==> config.mk <==
export PLATFORM = sky130hd
export DESIGN_NAME = afskDemodulator
export DESIGN_NICKNAME = d
export VERILOG_FILES = /design/src/rtl/afskDemodPkg.sv /design/src/rtl/afskFrontEnd.sv /design/src/rtl/afskDatapath.sv /design/src/rtl/afskControl.sv /design/src/rtl/afskDemodulator.sv
export SDC_FILE = /design/constraint.sdc
export NUM_CORES = 1
export LEC_CHECK = 0
export BUFFER_PORTS_ARGS = -buffer_cell sky130_fd_sc_hd__buf_2
export CELL_PAD_IN_SITES_DETAIL_PLACEMENT = 0
export CELL_PAD_IN_SITES_GLOBAL_PLACEMENT = 2
export CORE_AREA = 2 2 271 139
export CTS_CLUSTER_DIAMETER = 60
export CTS_CLUSTER_SIZE = 8
export DETAILED_ROUTE_END_ITERATION = 10
export DIE_AREA = 0 0 273 141
export MAX_ROUTING_LAYER = met4
export PLACE_DENSITY = 0.88
export SETUP_SLACK_MARGIN = 0.2
export SLEW_MARGIN = 20
export SYNTH_ARGS = -nofsm -noshare
export SYNTH_HDL_FRONTEND = slang
export SYNTH_SLANG_ARGS = --single-unit
==> constraint.sdc <==
create_clock -name clk -period 11.8 [get_ports clk]
set_clock_uncertainty 0.1 [all_clocks]
set_input_delay 1.77 -clock clk [delete_from_list [all_inputs] [get_ports clk]]
set_output_delay 1.77 -clock clk [all_outputs]
set_load 0.03 [all_outputs]
==> src/rtl/afskDemodPkg.sv <==
package afskDemodPkg;
  // Strobes from the control unit to the datapath
  typedef struct packed {
    logic filtEn;    // corrected byte ready: run delay line, filter, slicer
    logic decideEn;  // phase wrap: vote and decode one bit
  } afskStrobes_t;
endpackage

==> src/rtl/afskFrontEnd.sv <==
module afskFrontEnd #(
  parameter int ADC_W   = 12,
  parameter int OUT_W   = 8,
  parameter int SHIFT   = 4,
  parameter int WIN     = 192,
  parameter int OFS_MIN = 1300,
  parameter int OFS_MAX = 3300,
  parameter int OFS_DEF = 2303
) (
  input  logic                    clk,
  input  logic                    rstN,
  input  logic                    inValid,
  input  logic [ADC_W-1:0]        adcIn,
  output logic signed [OUT_W-1:0] sampleOut,
  output logic [ADC_W-1:0]        offsetOut
);
  localparam int CNT_W = $clog2(WIN);
  localparam int SUM_W = ADC_W + CNT_W;
  localparam logic [SUM_W-1:0] WinDiv = SUM_W'(WIN);
  localparam logic signed [ADC_W:0] SatHi = (ADC_W+1)'(2**(OUT_W-1) - 1);
  localparam logic signed [ADC_W:0] SatLo = (ADC_W+1)'(-(2**(OUT_W-1)));

  logic [CNT_W-1:0] winCount;
  logic [SUM_W-1:0] winSum, sumNext, avgWide;
  logic [ADC_W-1:0] offsetReg;
  logic signed [ADC_W:0] diff, shifted;
  logic signed [OUT_W-1:0] clamped;
  logic avgInRange;

  always_comb begin
    diff    = $signed({1'b0, adcIn}) - $signed({1'b0, offsetReg});
    shifted = diff >>> SHIFT;
    if (shifted > SatHi)      clamped = SatHi[OUT_W-1:0];
    else if (shifted < SatLo) clamped = SatLo[OUT_W-1:0];
    else                      clamped = shifted[OUT_W-1:0];
    sumNext    = winSum + SUM_W'(adcIn);
    avgWide    = sumNext / WinDiv;
    avgInRange = (avgWide >= SUM_W'(OFS_MIN)) && (avgWide <= SUM_W'(OFS_MAX));
  end

  always_ff @(posedge clk or negedge rstN) begin
    if (!rstN) begin
      winCount  <= '0;
      winSum    <= '0;
      offsetReg <= ADC_W'(OFS_DEF);
      sampleOut <= '0;
    end else if (inValid) begin
      sampleOut <= clamped;
      if (winCount == CNT_W'(WIN - 1)) begin
        winCount  <= '0;
        winSum    <= '0;
        offsetReg <= avgInRange ? avgWide[ADC_W-1:0] : ADC_W'(OFS_DEF);
      end else begin
        winCount <= winCount + 1'b1;
        winSum   <= sumNext;
      end
    end
  end

  assign offsetOut = offsetReg;
endmodule

==> src/rtl/afskDatapath.sv <==
module afskDatapath import afskDemodPkg::*; #(
  parameter int SAMPLE_W = 8,
  parameter int DELAY    = 4,
  parameter int FILT_W   = 16,
  parameter int FRAC     = 8,
  parameter int COEF_X   = 42,
  parameter int COEF_Y   = 171,
  parameter int HIST_W   = 8,
  parameter int MAJ_N    = 5,
  parameter int MAJ_MIN  = 3
) (
  input  logic                       clk,
  input  logic                       rstN,
  input  afskStrobes_t               strobes,
  input  logic signed [SAMPLE_W-1:0] sampleIn,
  output logic [HIST_W-1:0]          sampledBits,
  output logic                       bitOut,
  output logic                       bitValid
);
  localparam int COEF_W = $clog2((COEF_X > COEF_Y ? COEF_X : COEF_Y) + 1) + 1;
  localparam int PROD_W = 2 * SAMPLE_W;
  localparam int MULX_W = PROD_W + COEF_W;
  localparam int MULY_W = FILT_W + COEF_W;
  localparam int SUM_W  = FILT_W + 2;
  localparam logic signed [COEF_W-1:0] CoefX = COEF_W'(COEF_X);
  localparam logic signed [COEF_W-1:0] CoefY = COEF_W'(COEF_Y);
  localparam logic signed [SUM_W-1:0] YMax = SUM_W'(2**(FILT_W-1) - 1);
  localparam logic signed [SUM_W-1:0] YMin = SUM_W'(-(2**(FILT_W-1)));

  logic [DELAY*SAMPLE_W-1:0] delayChain;
  logic signed [SAMPLE_W-1:0] delayed;
  logic signed [PROD_W-1:0]  prod;
  logic signed [MULX_W-1:0]  scaledX;
  logic signed [MULY_W-1:0]  scaledY;
  logic signed [FILT_W-1:0]  xPrev, yPrev, xNew, yNew;
  logic signed [SUM_W-1:0]   ySum;
  logic majorityBit, lastLevel;

  always_comb begin
    delayed = delayChain[DELAY*SAMPLE_W-1 -: SAMPLE_W];
    prod    = sampleIn * delayed;
    scaledX = prod * CoefX;
    xNew    = FILT_W'(scaledX >>> FRAC);
    scaledY = yPrev * CoefY;
    ySum    = SUM_W'(xPrev) + SUM_W'(xNew) + SUM_W'(scaledY >>> FRAC);
    if (ySum > YMax)      yNew = YMax[FILT_W-1:0];
    else if (ySum < YMin) yNew = YMin[FILT_W-1:0];
    else                  yNew = ySum[FILT_W-1:0];
    majorityBit = ($countones(sampledBits[MAJ_N-1:0]) >= MAJ_MIN);
  end

  always_ff @(posedge clk or negedge rstN) begin
    if (!rstN) begin
      delayChain  <= '0;
      xPrev       <= '0;
      yPrev       <= '0;
      sampledBits <= '0;
    end else if (strobes.filtEn) begin
      delayChain  <= {delayChain[(DELAY-1)*SAMPLE_W-1:0], sampleIn};
      xPrev       <= xNew;
      yPrev       <= yNew;
      sampledBits <= {sampledBits[HIST_W-2:0], (yNew > 0)};
    end
  end

  always_ff @(posedge clk or negedge rstN) begin
    if (!rstN) begin
      lastLevel <= 1'b0;
      bitOut    <= 1'b0;
      bitValid  <= 1'b0;
    end else begin
      bitValid <= strobes.decideEn;
      if (strobes.decideEn) begin
        lastLevel <= majorityBit;
        bitOut    <= (majorityBit == lastLevel);
      end
    end
  end
endmodule

==> src/rtl/afskControl.sv <==
module afskControl import afskDemodPkg::*; #(
  parameter int PHASE_MAX    = 256,
  parameter int PHASE_STEP   = 32,
  parameter int PHASE_THRESH = 128,
  parameter int PHASE_ADJ    = 4
) (
  input  logic         clk,
  input  logic         rstN,
  input  logic         sampleValid,
  input  logic [1:0]   recentBits,
  output afskStrobes_t strobes
);
  localparam int PH_W = $clog2(PHASE_MAX);
  localparam int SUM_W = PH_W + 2;

  logic frontDone, filtDone;
  logic [PH_W-1:0]  phase;
  logic [SUM_W-1:0] phaseAdj, phaseSum, phaseNext;
  logic wrap;

  always_comb begin
    if (recentBits[1] ^ recentBits[0])
      phaseAdj = (phase < PH_W'(PHASE_THRESH)) ? SUM_W'(phase) + SUM_W'(PHASE_ADJ)
                                               : SUM_W'(phase) - SUM_W'(PHASE_ADJ);
    else
      phaseAdj = SUM_W'(phase);
    phaseSum  = phaseAdj + SUM_W'(PHASE_STEP);
    wrap      = (phaseSum >= SUM_W'(PHASE_MAX));
    phaseNext = wrap ? phaseSum - SUM_W'(PHASE_MAX) : phaseSum;
    strobes.filtEn   = frontDone;
    strobes.decideEn = filtDone && wrap;
  end

  always_ff @(posedge clk or negedge rstN) begin
    if (!rstN) begin
      frontDone <= 1'b0;
      filtDone  <= 1'b0;
      phase     <= '0;
    end else begin
      frontDone <= sampleValid;
      filtDone  <= frontDone;
      if (filtDone) phase <= phaseNext[PH_W-1:0];
    end
  end
endmodule

==> src/rtl/afskDemodulator.sv <==
module afskDemodulator import afskDemodPkg::*; #(
  parameter int ADC_W        = 12,
  parameter int SAMPLE_W     = 8,
  parameter int OFS_WIN      = 192,
  parameter int OFS_MIN      = 1300,
  parameter int OFS_MAX      = 3300,
  parameter int OFS_DEF      = 2303,
  parameter int PHASE_MAX    = 256,
  parameter int PHASE_STEP   = 32,
  parameter int PHASE_THRESH = 128,
  parameter int PHASE_ADJ    = 4
) (
  input  logic             clk,
  input  logic             rstN,
  input  logic             sampleValid,
  input  logic [ADC_W-1:0] adcSample,
  output logic             bitValid,
  output logic             bitOut
);
  localparam int SHIFT  = ADC_W - SAMPLE_W;
  localparam int SPB    = PHASE_MAX / PHASE_STEP;
  localparam int DELAY  = SPB / 2;
  localparam int HIST_W = 8;

  afskStrobes_t strobes;
  logic signed [SAMPLE_W-1:0] sampleByte;
  logic [ADC_W-1:0]  offsetValue;
  logic [HIST_W-1:0] sampledBits;

  afskFrontEnd #(
    .ADC_W(ADC_W), .OUT_W(SAMPLE_W), .SHIFT(SHIFT), .WIN(OFS_WIN),
    .OFS_MIN(OFS_MIN), .OFS_MAX(OFS_MAX), .OFS_DEF(OFS_DEF)
  ) uFront (
    .clk(clk), .rstN(rstN), .inValid(sampleValid), .adcIn(adcSample),
    .sampleOut(sampleByte), .offsetOut(offsetValue)
  );

  afskControl #(
    .PHASE_MAX(PHASE_MAX), .PHASE_STEP(PHASE_STEP),
    .PHASE_THRESH(PHASE_THRESH), .PHASE_ADJ(PHASE_ADJ)
  ) uCtrl (
    .clk(clk), .rstN(rstN), .sampleValid(sampleValid),
    .recentBits(sampledBits[1:0]), .strobes(strobes)
  );

  afskDatapath #(
    .SAMPLE_W(SAMPLE_W), .DELAY(DELAY), .HIST_W(HIST_W)
  ) uPath (
    .clk(clk), .rstN(rstN), .strobes(strobes), .sampleIn(sampleByte),
    .sampledBits(sampledBits), .bitOut(bitOut), .bitValid(bitValid)
  );
endmodule

==> impl_results.md <==
- Yosys cell types: 84
- Reg-to-reg critical path endpoint: uPath.yPrev[1]
- Initial antenna violation count: 0
- Sequential fraction of the synthesis area: 0.2128
- I/O Pins: 17
- Post-synth top cells: inv_1, ha_1, fa_1
- Post-Syn Area: 14,990 µm²
- Critical Path Max Stage Delay: 0.73 ns
- GRT Overall Usage: 0.1967
- Vias in the first global route: 10,790
- PortBufs: 16
- Die area: 38,490 µm²
- DRT iter0 DRCs: 821
- CTS H-tree lvls: 4
- Worst reg-to-reg path cell count: 40
- Rows: 50
- Max Buffers Root-to-Sink: 2
- Clock Tree Root: clkbuf_16
- CP endpoint: uPath.yPrev[1]
- P&R area growth vs syn: 7.982%
- Worst-margin pin slew: 1.027 ns
- RSZ-0062 raised after global routing: no
- Share of layout cells above drive strength 1: 0.09019
- Hold buffer count at CTS: 0
- DRC Markers: 0
- Gate Count Post-Synth: 1,629
- Core area: 36,540 µm²
- DR pass1 iterations: 5
- Critical path endpoint category: register
- Detailed-route wire length per cell: 16.38 µm
- Cell taking the most area after synthesis: dfrtp_1
- Status: completed
- Critical path fanouts, max: 10
- Post-synthesis async set-or-reset flop share: 1.000
- Synth top area share: 0.1970
- R2r startpoint: uFront.sampleOut[3]
- Worst setup SP type: register
- Via density: 5.236
- First-pass GRT wire length: 58.19 mm
- Hpwl dp: 28.05 mm
- Critical path's most frequent cell: ha_1
- Crit path max-delay family: adder cells
- Worst Path Buf+Inv: 5
- Post-CTS sizing: 0
- Crit share post-route: 0.9104
- WL final: 34.97 mm
- Post-Place Worst Slack: 1.128 ns
- Relative slew slack: 0.3138
- Setup Viol. Count Final: 0
- Max Cap Viol: 0
- CP required: 11.95 ns
- Final hold viol count: 0
- Initial Utilization: 0.4102
- Post-route ant nets: 0
- Worst setup path start: uFront.sampleOut[3]
- Hold depth: 2
- Placed Cells: 2,103
- Clock sink count: 127
- Maximum clock rate: 93.08 MHz
- Via count: 11,180
- Synth warnings: 0
- Final min period: 10.74 ns
- Postcts setup bufs: 0
- Min-delay worst type: reg -> reg
- TritonCTS clock tree: yes
- Die Width: 273 µm
- EDFF count, synth: 0
- GRT Residual Overflow: 0
- Reg2Reg Setup Slack: 1.06 ns
- CP arrival: 10.89 ns
- Nets: 1,962
- Slowest CP cell: a21boi_0
- WS Path Type: reg -> reg
- Syn avg cell area: 9.199 µm²
- Reg clk slew, reported paths: 0.06 ns
- Top post-synthesis cells by area: dfrtp_1, fa_1, ha_1, inv_1, xnor2_1
- Final setup TNS: 0 ns
- Total CTS buffers: 17
- Synthesized Nets: 1,963
- Main synth FF type: dfrtp_1
- Inserted Diodes: 0
- Largest net degree at the start of global routing: 73
- WP depth: 40
- Routability cong.: 0.8880
- Seq cells post-synth: 127
- Worst skew pair latency: 0.44 ns
- Die Height: 141 µm
- Most frequent cell after synthesis: inv_1
- Final critical-path setup slack: 1.057 ns
- Final Slew Violations: 0
- Non-filler cells, final: 2,135
==> per-layer routing <==
layer,vias to the layer above,routed length [µm],GRT usage
li1,5491,-,-
met1,5396,19920,0.3294
met2,271,12370,0.2330
met3,20,2447,0.03628
met4,0,234,0.03538
met5,-,0,-
==> cell usage in the layout (no fill, tap or decap), types with 23 or more instances in the layout <==
cell type / instances
ha_1: 190
o21ai_0: 76
and2_1: 49
fa_1: 129
mux2_2: 49
inv_1: 290
dfrtp_1: 117
xnor2_1: 73
o22ai_1: 26
nand2_1: 95
a21oi_1: 75
nand3_1: 23
nor3_1: 34
nor2_1: 82
==> final cells by class <==
| class | instances | area (µm²) |
|---|---|---|
| inverter | 290 | 1089 |
| tap | 494 | 618.1 |
| fill | 3510 | 20350 |
| multi-input combinational | 1165 | 10510 |
| clock inverter | 11 | 131.4 |
| clock buffer | 21 | 470.5 |
| sequential | 127 | 3193 |
| timing repair buffer | 27 | 168.9 |
==> how the worst min path moves through the flow <==
stage / start / slack [ns] / end
finish: uPath.bitOut / 0.37 / uPath.bitOut
global route: uPath.delayChain[17] / 0.42 / uPath.delayChain[25]
CTS: uPath.bitOut / 0.39 / uPath.bitOut
detailed placement: uPath.bitOut / 0.37 / uPath.bitOut
global placement: uPath.bitOut / 0.36 / uPath.bitOut
floorplan: uCtrl.frontDone / 0.25 / uCtrl.filtDone
==> tightest hold or removal path, stage by stage, from the launching register on <==
cell and delay, ns:
dfrtp_1 0.34, nand2_1 0.04, o21ai_0 0.06
==> per-stage QoR <==
step	hold slack [ns]	util	cell area, µm²
after floorplan	0.2519	-	14990
after global placement	0.3617	0.4262	15570
after detailed placement	0.3734	0.4262	15570
after CTS	0.3864	0.4427	16170
after global routing	0.4182	0.4429	16180
final	0.3750	0.4429	16180
==> state kept, by name, summed over array words and instances, names as in the netlist <==
register and flops:
uPath.sampledBits 5, uPath.yPrev 16, uPath.lastLevel 1, uPath.xPrev 15, uCtrl.filtDone 1, uFront.winCount 8, uFront.winSum 20, uFront.offsetOut 12
uPath.bitValid 1, uCtrl.frontDone 1, uPath.bitOut 1, uCtrl.phase 6, uFront.sampleOut 8, uPath.delayChain 32
==> cells by family (layout without fill, tap and decap cells) <==
family,Yosys count,after routing,share of synthesized area
adders and majority gates,319,319,0.3310
AOI/OAI and AO/OA,338,338,0.1509
and+or+nand+nor,350,350,0.1166
muxes,61,61,0.04517
DFF,127,127,0.2128
xor gates and xnor gates,97,97,0.05719
buffers and inverters,337,349,0.08633
Power is not shown: default switching activity piles up to over one toggle a cycle in this logic, so the estimate is an artifact.
